===== src/rtl/mmu_cp_pkg.sv =====
package mmu_cp_pkg;
  localparam int unsigned RNUM_W   = 4;
  localparam int unsigned OP2_W    = 3;
  localparam int unsigned CRM_W    = 4;
  localparam int unsigned RNUM_LSB = 16;
  localparam int unsigned OP2_LSB  = 5;
  localparam int unsigned CRM_LSB  = 0;
  localparam int unsigned N_SIDE   = 2;  // 0: instruction, 1: data

  typedef logic [RNUM_W-1:0] rnum_t;
  typedef logic [OP2_W-1:0]  op2_t;
  typedef logic [CRM_W-1:0]  crm_t;

  localparam rnum_t RN_CTRL = 4'd1;
  localparam rnum_t RN_TTB  = 4'd2;
  localparam rnum_t RN_DOM  = 4'd3;
  localparam rnum_t RN_FSR  = 4'd5;
  localparam rnum_t RN_FAR  = 4'd6;
  localparam rnum_t RN_TLB  = 4'd8;
  localparam rnum_t RN_PID  = 4'd13;

  localparam op2_t OP2_ALL = 3'd0;
  localparam op2_t OP2_ENT = 3'd1;
  localparam crm_t CRM_BOTH = 4'd7;
  localparam crm_t CRM_SIDE [N_SIDE] = '{4'd5, 4'd6};

  typedef struct packed {
    rnum_t rnum;
    op2_t  op2;
    crm_t  crm;
  } cp_fields_t;
endpackage


===== src/rtl/mmu_cp_decode.sv =====
module mmu_cp_decode
  import mmu_cp_pkg::*;
#(
  parameter int unsigned IW = 32
) (
  input  logic [IW-1:0] instr_i,
  output cp_fields_t    fld_o
);
  localparam logic [IW-1:0] ONE = 1;
  localparam logic [IW-1:0] USED = (((ONE << RNUM_W) - ONE) << RNUM_LSB)
                                 | (((ONE << OP2_W) - ONE) << OP2_LSB)
                                 | (((ONE << CRM_W) - ONE) << CRM_LSB);

  assign fld_o.rnum = instr_i[RNUM_LSB +: RNUM_W];
  assign fld_o.op2  = instr_i[OP2_LSB +: OP2_W];
  assign fld_o.crm  = instr_i[CRM_LSB +: CRM_W];

  logic unused_instr;
  assign unused_instr = ^(instr_i & ~USED);
endmodule


===== src/rtl/mmu_cp_tlb_cmd.sv =====
module mmu_cp_tlb_cmd
  import mmu_cp_pkg::*;
#(
  parameter int unsigned DW = 32
) (
  input  logic              clk_i,
  input  logic              rst_ni,
  input  logic              req_i,
  input  op2_t              op2_i,
  input  crm_t              crm_i,
  input  logic [DW-1:0]     wdata_i,
  output logic [N_SIDE-1:0] inv_all_o,
  output logic [N_SIDE-1:0] inv_ent_o,
  output logic [DW-1:0]     inv_addr_o,
  output logic              err_o
);
  logic [N_SIDE-1:0] all_d, ent_d;
  logic              err_d;

  for (genvar s = 0; s < N_SIDE; s++) begin : g_side
    assign all_d[s] = req_i && (op2_i == OP2_ALL)
                      && ((crm_i == CRM_SIDE[s]) || (crm_i == CRM_BOTH));
    assign ent_d[s] = req_i && (op2_i == OP2_ENT) && (crm_i == CRM_SIDE[s]);
  end

  assign err_d = req_i && !(|all_d) && !(|ent_d);

  always_ff @(posedge clk_i or negedge rst_ni) begin
    if (!rst_ni) begin
      inv_all_o  <= '0;
      inv_ent_o  <= '0;
      inv_addr_o <= '0;
      err_o      <= 1'b0;
    end else begin
      inv_all_o <= all_d;
      inv_ent_o <= ent_d;
      err_o     <= err_d;
      if (|ent_d) inv_addr_o <= wdata_i;
    end
  end
endmodule


===== src/rtl/mmu_cp_bank.sv =====
module mmu_cp_bank
  import mmu_cp_pkg::*;
#(
  parameter int unsigned     DW        = 32,
  parameter int unsigned     TTB_LO    = 14,
  parameter int unsigned     FSR_W     = 8,
  parameter logic [DW-1:0]   CTRL_SET  = 32'h0000_0070,
  parameter logic [DW-1:0]   CTRL_KEEP = 32'h0000_FFFD
) (
  input  logic          clk_i,
  input  logic          rst_ni,
  input  logic          wr_i,
  input  logic          rd_i,
  input  cp_fields_t    fld_i,
  input  logic [DW-1:0] wdata_i,
  output logic [DW-1:0] ctrl_o,
  output logic [DW-1:0] ttb_o,
  output logic [DW-1:0] dom_o,
  output logic [DW-1:0] fsr_o,
  output logic [DW-1:0] far_o,
  output logic [DW-1:0] pid_o,
  output logic [DW-1:0] rd_data_o,
  output logic          flush_o
);
  localparam logic [DW-1:0] ONE      = 1;
  localparam logic [DW-1:0] TTB_MASK = ~((ONE << TTB_LO) - ONE);
  localparam logic [DW-1:0] FSR_MASK = (ONE << FSR_W) - ONE;

  logic [DW-1:0] rd_mux;

  always_ff @(posedge clk_i or negedge rst_ni) begin
    if (!rst_ni) begin
      ctrl_o  <= CTRL_SET & CTRL_KEEP;
      ttb_o   <= '0;
      dom_o   <= '0;
      fsr_o   <= '0;
      far_o   <= '0;
      pid_o   <= '0;
      flush_o <= 1'b0;
    end else begin
      flush_o <= wr_i && (fld_i.rnum == RN_TTB);
      if (wr_i) begin
        unique case (fld_i.rnum)
          RN_CTRL: ctrl_o <= (wdata_i | CTRL_SET) & CTRL_KEEP;
          RN_TTB:  ttb_o  <= wdata_i & TTB_MASK;
          RN_DOM:  dom_o  <= wdata_i;
          RN_FSR:  fsr_o  <= wdata_i & FSR_MASK;
          RN_FAR:  far_o  <= wdata_i;
          RN_PID:  pid_o  <= wdata_i;
          default: ;  // cache, TLB, read buffer, debug, unknown: no storage
        endcase
      end
    end
  end

  always_comb begin
    unique case (fld_i.rnum)
      RN_CTRL: rd_mux = ctrl_o;
      RN_TTB:  rd_mux = ttb_o;
      RN_DOM:  rd_mux = dom_o;
      RN_FSR:  rd_mux = fsr_o;
      RN_FAR:  rd_mux = far_o;
      RN_PID:  rd_mux = pid_o;
      default: rd_mux = '0;
    endcase
  end

  always_ff @(posedge clk_i or negedge rst_ni) begin
    if (!rst_ni)   rd_data_o <= '0;
    else if (rd_i) rd_data_o <= rd_mux;
  end
endmodule


===== src/rtl/mmu_cp_regs.sv =====
module mmu_cp_regs
  import mmu_cp_pkg::*;
#(
  parameter int unsigned IW = 32,
  parameter int unsigned DW = 32
) (
  input  logic          clk_i,
  input  logic          rst_ni,
  input  logic          wr_en_i,
  input  logic          rd_en_i,
  input  logic [IW-1:0] instr_i,
  input  logic [DW-1:0] wdata_i,
  output logic [DW-1:0] rd_data_o,
  output logic [DW-1:0] ctrl_o,
  output logic [DW-1:0] ttb_o,
  output logic [DW-1:0] dom_o,
  output logic [DW-1:0] fsr_o,
  output logic [DW-1:0] far_o,
  output logic [DW-1:0] pid_o,
  output logic          itlb_inv_all_o,
  output logic          itlb_inv_ent_o,
  output logic          dtlb_inv_all_o,
  output logic          dtlb_inv_ent_o,
  output logic [DW-1:0] inv_addr_o,
  output logic          walk_flush_o,
  output logic          cmd_err_o
);
  cp_fields_t        fld;
  logic [N_SIDE-1:0] inv_all, inv_ent;

  mmu_cp_decode #(.IW(IW)) u_dec (
    .instr_i (instr_i),
    .fld_o   (fld)
  );

  mmu_cp_bank #(.DW(DW)) u_bank (
    .clk_i     (clk_i),
    .rst_ni    (rst_ni),
    .wr_i      (wr_en_i),
    .rd_i      (rd_en_i),
    .fld_i     (fld),
    .wdata_i   (wdata_i),
    .ctrl_o    (ctrl_o),
    .ttb_o     (ttb_o),
    .dom_o     (dom_o),
    .fsr_o     (fsr_o),
    .far_o     (far_o),
    .pid_o     (pid_o),
    .rd_data_o (rd_data_o),
    .flush_o   (walk_flush_o)
  );

  mmu_cp_tlb_cmd #(.DW(DW)) u_tlb (
    .clk_i      (clk_i),
    .rst_ni     (rst_ni),
    .req_i      (wr_en_i && (fld.rnum == RN_TLB)),
    .op2_i      (fld.op2),
    .crm_i      (fld.crm),
    .wdata_i    (wdata_i),
    .inv_all_o  (inv_all),
    .inv_ent_o  (inv_ent),
    .inv_addr_o (inv_addr_o),
    .err_o      (cmd_err_o)
  );

  assign itlb_inv_all_o = inv_all[0];
  assign dtlb_inv_all_o = inv_all[1];
  assign itlb_inv_ent_o = inv_ent[0];
  assign dtlb_inv_ent_o = inv_ent[1];
endmodule


===== config.mk =====
export PLATFORM = sky130hd
export DESIGN_NAME = mmu_cp_regs
export DESIGN_NICKNAME = d
export VERILOG_FILES = /design/src/rtl/mmu_cp_pkg.sv /design/src/rtl/mmu_cp_decode.sv /design/src/rtl/mmu_cp_tlb_cmd.sv /design/src/rtl/mmu_cp_bank.sv /design/src/rtl/mmu_cp_regs.sv
export SDC_FILE = /design/constraint.sdc
export NUM_CORES = 1
export LEC_CHECK = 0
export ABC_AREA = 1
export BUFFER_PORTS_ARGS = -buffer_cell sky130_fd_sc_hd__buf_2
export CORE_ASPECT_RATIO = 2
export CORE_MARGIN = 1
export CORE_UTILIZATION = 45
export DETAILED_ROUTE_END_ITERATION = 7
export PLACE_DENSITY = 0.74
export RECOVER_POWER = 100
export SLEW_MARGIN = 20
export SYNTH_ARGS = -nofsm -noshare
export SYNTH_HDL_FRONTEND = slang
export SYNTH_SLANG_ARGS = --single-unit

===== constraint.sdc =====
create_clock -name clk_i -period 0.8 [get_ports clk_i]
set_input_delay 0.12 -clock clk_i [delete_from_list [all_inputs] [get_ports clk_i]]
set_output_delay 0.12 -clock clk_i [all_outputs]
set_load 0.005 [all_outputs]

== Word level (Yosys, flattened, before mapping) ==
Index checks and enable logic that the tools add are counted.
Word-level totals
  flip-flop bits (word level): 204
  input port bits: 68
  output and inout port bits: 262
  word-level logic and storage cells: 47
Cells by class
  equal/unequal tests: 11
  multiplexer cells: 1
  reduce and logical (&&, ||, !) cells: 23
Operator list (count)
  one-hot mux 32 bit (6 select lines): 1
  == test 4 x 3 -> 1 bit, second input constant: 5
  AND reduction 2 bit: 6
  logical AND 1 bit: 10
  == test 4 x 2 -> 1 bit, second input constant: 2
  == test 4 bit, second input constant: 2
  == test 4 x 1 -> 1 bit, second input constant: 1
  OR reduction 2 bit: 2
  == test 3 x 1 -> 1 bit, second input constant: 1
  zero test 3 bit: 1
  zero test 1 bit: 2
  logical OR 1 bit: 2

== Logic depth before layout (Yosys ltp) ==
  depth in word-level cells: 8
  mapped depth: 10
  mapped depth without buffers: 9

== Modules after synthesis ==
From an unflattened synthesis, not the netlist that was laid out.
Unflattened totals
  cell total of the unflattened synthesis: 1094
  area, all modules: 9231.4 sq um
By module, submodules not included
  mmu_cp_bank: instances 1, cells an instance 906, area each 7609.8 sq um, seq. area each 4179.0 sq um
  mmu_cp_tlb_cmd: instances 1, cells an instance 171, area each 1515.2 sq um, seq. area each 925.9 sq um
  mmu_cp_decode: instances 1, cells an instance 11, area each 82.6 sq um, seq. area each 0.0 sq um
  mmu_cp_regs: instances 1, cells an instance 6, area each 23.8 sq um, seq. area each 0.0 sq um

== Least setup slack after synthesis ==
Ideal clock, no wire load.
  kind: input-to-reg
  from: in instr_i[16]
  to: reg u_tlb.inv_addr_o[10]
  setup time: 0.124 ns
  arrival: 1.106 ns
  data required time: 0.676 ns
  slack: -0.430 ns
  cell stages on the path: 8
  buffers on the path: 2
  path through: buf_4 -> nor2_1 -> nand4_1 -> nor2_2 -> o21ai_2 -> buf_2 -> nand2_1 -> nand2_1
On the way
  word-level cells in the longest chain between the ends: 5
  elaborated cells on any way between the ends: 6
  those cells by class: eq/ne: 1; reduce/logical: 5
RTL lines
  from (decl): line mmu_cp_regs.sv:11  | input logic [IW-1:0] instr_i,
  == test 4 bit (*): line mmu_cp_regs.sv:56  | .req_i (wr_en_i && (fld.rnum == RN_TLB)),
  logical AND 1 bit (*): line mmu_cp_regs.sv:56
  logical AND 1 bit (*): line mmu_cp_tlb_cmd.sv:23  | assign ent_d[s] = req_i && (op2_i == OP2_ENT) && (crm_i == CRM_SIDE[s]);
  logical AND 1 bit: line mmu_cp_tlb_cmd.sv:23
  OR reduction 2 bit (*): line mmu_cp_tlb_cmd.sv:38  | if (|ent_d) inv_addr_o <= wdata_i;
  to (signal assigned): line mmu_cp_tlb_cmd.sv:38
  to (decl): line mmu_cp_tlb_cmd.sv:14  | output logic [DW-1:0] inv_addr_o,
Every way passes the cells marked *; elsewhere a longest branch is shown, timed or not.
A chain may end at the register's enable or synchronous reset.

== Worst setup path after layout ==
  from: reg u_bank.pid_o[14]
  to: out pid_o[14]
RTL lines
  from (decl): line mmu_cp_bank.sv:21  | output logic [DW-1:0] pid_o,
  from (signal assigned): line mmu_cp_bank.sv:49  | RN_PID: pid_o <= wdata_i;
  to (decl): line mmu_cp_regs.sv:19  | output logic [DW-1:0] pid_o,
No word-level cell between the ends.

==> metrics.md <==
| Metric | Value |
|---|---|
| Status | complete, but fails checks |
| Failing checks | negative hold slack, negative setup slack |
| Final hold viol count | 3 |
| Clock sinks | about 200 |
| Area added between synthesis and finish | 81.8% |
| Crit-path most repeated cell | buf_6 |
| Crit path required time | approximately 680 ps |
| Number of global-route vias before repair | ~11k |
| CP arrival | approximately 1200 ps |
| Post-layout util | approximately 83% |
| DP Wirelength | about 24000 µm |
| CP Capture Type | output pin |
| Antenna fix cells | 0 |
| Period utilization | 161% |
| Layout Skew | between 6 and 7 ps |
| Crit path from | u_bank.pid_o[14]$_DFFE_PN0P_ |
| Max Cap Viol | 0 |
| Sequential fraction of the synthesis area | 54.6% |
| Yosys cell types | 30 |
| Die area | between 0.02 and 0.025 mm² |
| Total number of vias | ~12k |
| DR iter-0 viols | 1016 |
| Post-synth top cells | nand2_1 (363), dfrtp_1 (204), nand3_1 (92), o21ai_0 (86), inv_1 (75) |
| Slew @ Worst Pin | about 500 ps |
| Peak supply drop | between 2 and 2.5 mV |
| Pre-antenna DRT Iters | 7 |
| Ys flop type | dfrtp_1 |
| Worst-path clk slew | approximately 70 ps |
| CTS tree | yes |
| # rows | 74 |
| Initial antenna violation count | 2 |
| Slowest stage cell on the critical path | dfrtp_1 |
| Routability cong. | ~0.86 |
| Starting density of the core | roughly 46% |
| Cells after Synth | between 1k and 1.5k |
| Tmin final | 1290 ps |
| CTS hold repair buffers | 33 |
| Global-route wire length before repair | ~60000 µm |
| Root Driver | clkbuf_16 |
| PD cells | around 2100 mW/mm² |
| RR Startpoint | u_bank.dom_o[23]$_DFFE_PN0P_ |
| Max Transition Viols Final | 0 |
| Number of synthesized flops with an enable pin | 0 |
| Layout Nets | 1782 |
| Area leader, netlist | dfrtp_1 |
| Max incr delay on CP | about 420 ps |
| Fill cells | between 900 and 1k |
| DIE HEIGHT | ~200 µm |
| Top-level port count | 330 |
| Final worst slack | -491 ps |
| Total track usage | between 30 and 40% |
| Pre-CTS setup slack | -712 ps |
| Post-DRT Antenna Nets | 0 |
| Remaining global-route overflow | 0 |
| Worst setup SP type | register |
| Top-count cell post-synth | nand2_1 |
| Hold path start | instr_i[1] |
| Die width | around 100 µm |
| Top delay family on crit path | flip-flops |
| Worst skew pair latency | about 490 ps |
| F_max | around 770 MHz |
| FF+latch count, synth | slightly above 200 |
| Residual DRC | 0 |
| HP Class | primary input to register |
| RSZ-0062 raised after global routing | yes |
| Largest net degree at the start of global routing | 38 |
| Mean area per synthesized cell | roughly 8.5 µm² |
| Inst Count DP | approximately 1.7k |
| Clock tree buffer depth | 3 |
| Synth async-reset ratio | between 90% and 100% |
| H-tree Lvls | 1 |
| Crit-path max FO | 2 |
| Post-Syn Area | about 0.0094 mm² |
| Number of buffers and inverters on the critical path | 2 |
| Count of buffers from port buffering | 250 |
| Via/cell ratio | 5.86 |
| Final wirelength | ~51000 µm |
| Ys Warns | 0 |
| Crit path kind | register to output pin |
| Layout cells sized above 1 | about 50% |
| Slew margin rel. | approximately two thirds |
| Finish-stage setup viols | 361 |
| Core area | approximately 0.020 mm² |
| Fin cells | roughly 2.0k |
| Hold Slack | -47.5 ps |
| Crit path cell chain | buf_6, buf_6 |
| Largest cells by area after synthesis | dfrtp_1 (55%), nand2_1 (15%), buf_4 (5.1%) |
| DR WL/cell | 25.4 µm |
| Post-synth top area share | a little over half |
| Leak | approximately 8.8 nW |
| Total CTS buffers | 19 |
[metrics by stage]
stage          hold WS [ps]  setup TNS (ps)  power, mW  cell area (µm²)
4_1_cts               -57.9          -81440       33.4            15200
3_5_place_dp           48.0          -99410       20.2            11900
3_3_place_gp           47.4          -93410       20.0            11900
2_1_floorplan          -176          -45450       15.6             9780
5_1_grt               -32.8         -103660       37.5            17000
6_report              -47.5          -93680       36.5            17000
[what timing repair did]
action                                  CTS  global route
hold endpoints to repair                290             3
gates cloned                              2            20
resized for setup                       304           340
setup buffers                           134           116
pin swaps                                53           113
endpoints found under the setup margin  281           376
[worst paths after layout]
check	endpoint	slack [ps]	cells past startpoint
setup / recovery	pid_o[14]	-490	2
hold / removal	u_tlb.inv_ent_o[1]$_DFF_PN0_	-50	3
setup reg to reg	u_bank.rd_data_o[23]$_DFFE_PN0P_	-470	7
hold reg to reg	u_tlb.inv_addr_o[29]$_DFFE_PN0P_	480	2
max in group asynchronous	u_bank.pid_o[6]$_DFFE_PN0P_	20	3
min in group asynchronous	u_bank.fsr_o[0]$_DFFE_PN0P_	160	2
[sequential cells by signal, summed over array words and instances (netlist names)]
| name | flops |
|---|---|
| u_bank.dom_o | 32 |
| u_bank.far_o | 32 |
| u_bank.pid_o | 32 |
| u_bank.rd_data_o | 32 |
| u_tlb.inv_addr_o | 32 |
| u_bank.ttb_o | 18 |
| u_bank.ctrl_o | 12 |
| u_bank.fsr_o | 8 |
| u_tlb.inv_all_o | 2 |
| u_tlb.inv_ent_o | 2 |
| u_bank.flush_o | 1 |
| u_tlb.err_o | 1 |
[cells in the final DEF, fill, tap and decap left out, drive strengths merged]
| cell | instances |
|---|---|
| o21ai | 115 |
| inv | 80 |
| o211ai | 32 |
| and2 | 1 |
| conb | 58 |
| o21a | 29 |
| a21oi | 1 |
| nor3 | 2 |
| clkinv | 2 |
| nand2 | 364 |
| buf | 594 |
| bufinv | 1 |
| and3 | 1 |
| nor4 | 2 |
| dfrtp | 204 |
| clkbuf | 58 |
| nand3 | 93 |
| nand4 | 23 |
| dlygate4sd3 | 33 |
| nor2 | 29 |
| nor2b | 1 |
[worst register-to-register path, delay by kind of cell, from the launching register on]
family	cells	cell delay, ps
DFF	1	420
buffers and inverters	3	360
and+or+nand+nor	4	360
[area by class of cell]
class / instances / area [µm²] / share of cell area, %
multi-input cells: 751 / 4340 / 25.5
inverters: 80 / 325 / 1.91
clock buffers: 27 / 526 / 3.09
flip-flops and latches: 204 / 5100 / 30.0
clock inverters: 3 / 40.0 / 0.236
well taps: 266 / 333 / 1.96
repair buffers: 658 / 6330 / 37.3
[logic make-up (layout without fill, tap and decap cells)]
| family | Yosys count | in the layout | share of synthesized area, % |
|---|---|---|---|
| compound gates | 174 | 177 | 11.0 |
| other cells | 2 | 58 | 0.0803 |
| buf+inv | 203 | 768 | 11.1 |
| simple gates | 516 | 516 | 23.3 |
| flops | 204 | 204 | 54.6 |
[metal layers]
layer	GRT usage (%)	up-vias	wire length, µm
li1	-	4688	-
met1	35.0	5468	14800
met2	66.9	1059	24600
met3	6.46	431	4710
met4	33.7	4	6390
met5	0	-	26
[report_power, final]
group          internal, mW  switching [mW]
Clock                  4.87            4.00
Combinational          8.21            5.99
Sequential             12.0            1.42
Total                  25.0            11.4
Note: power is estimated with default switching activity, not from simulation.
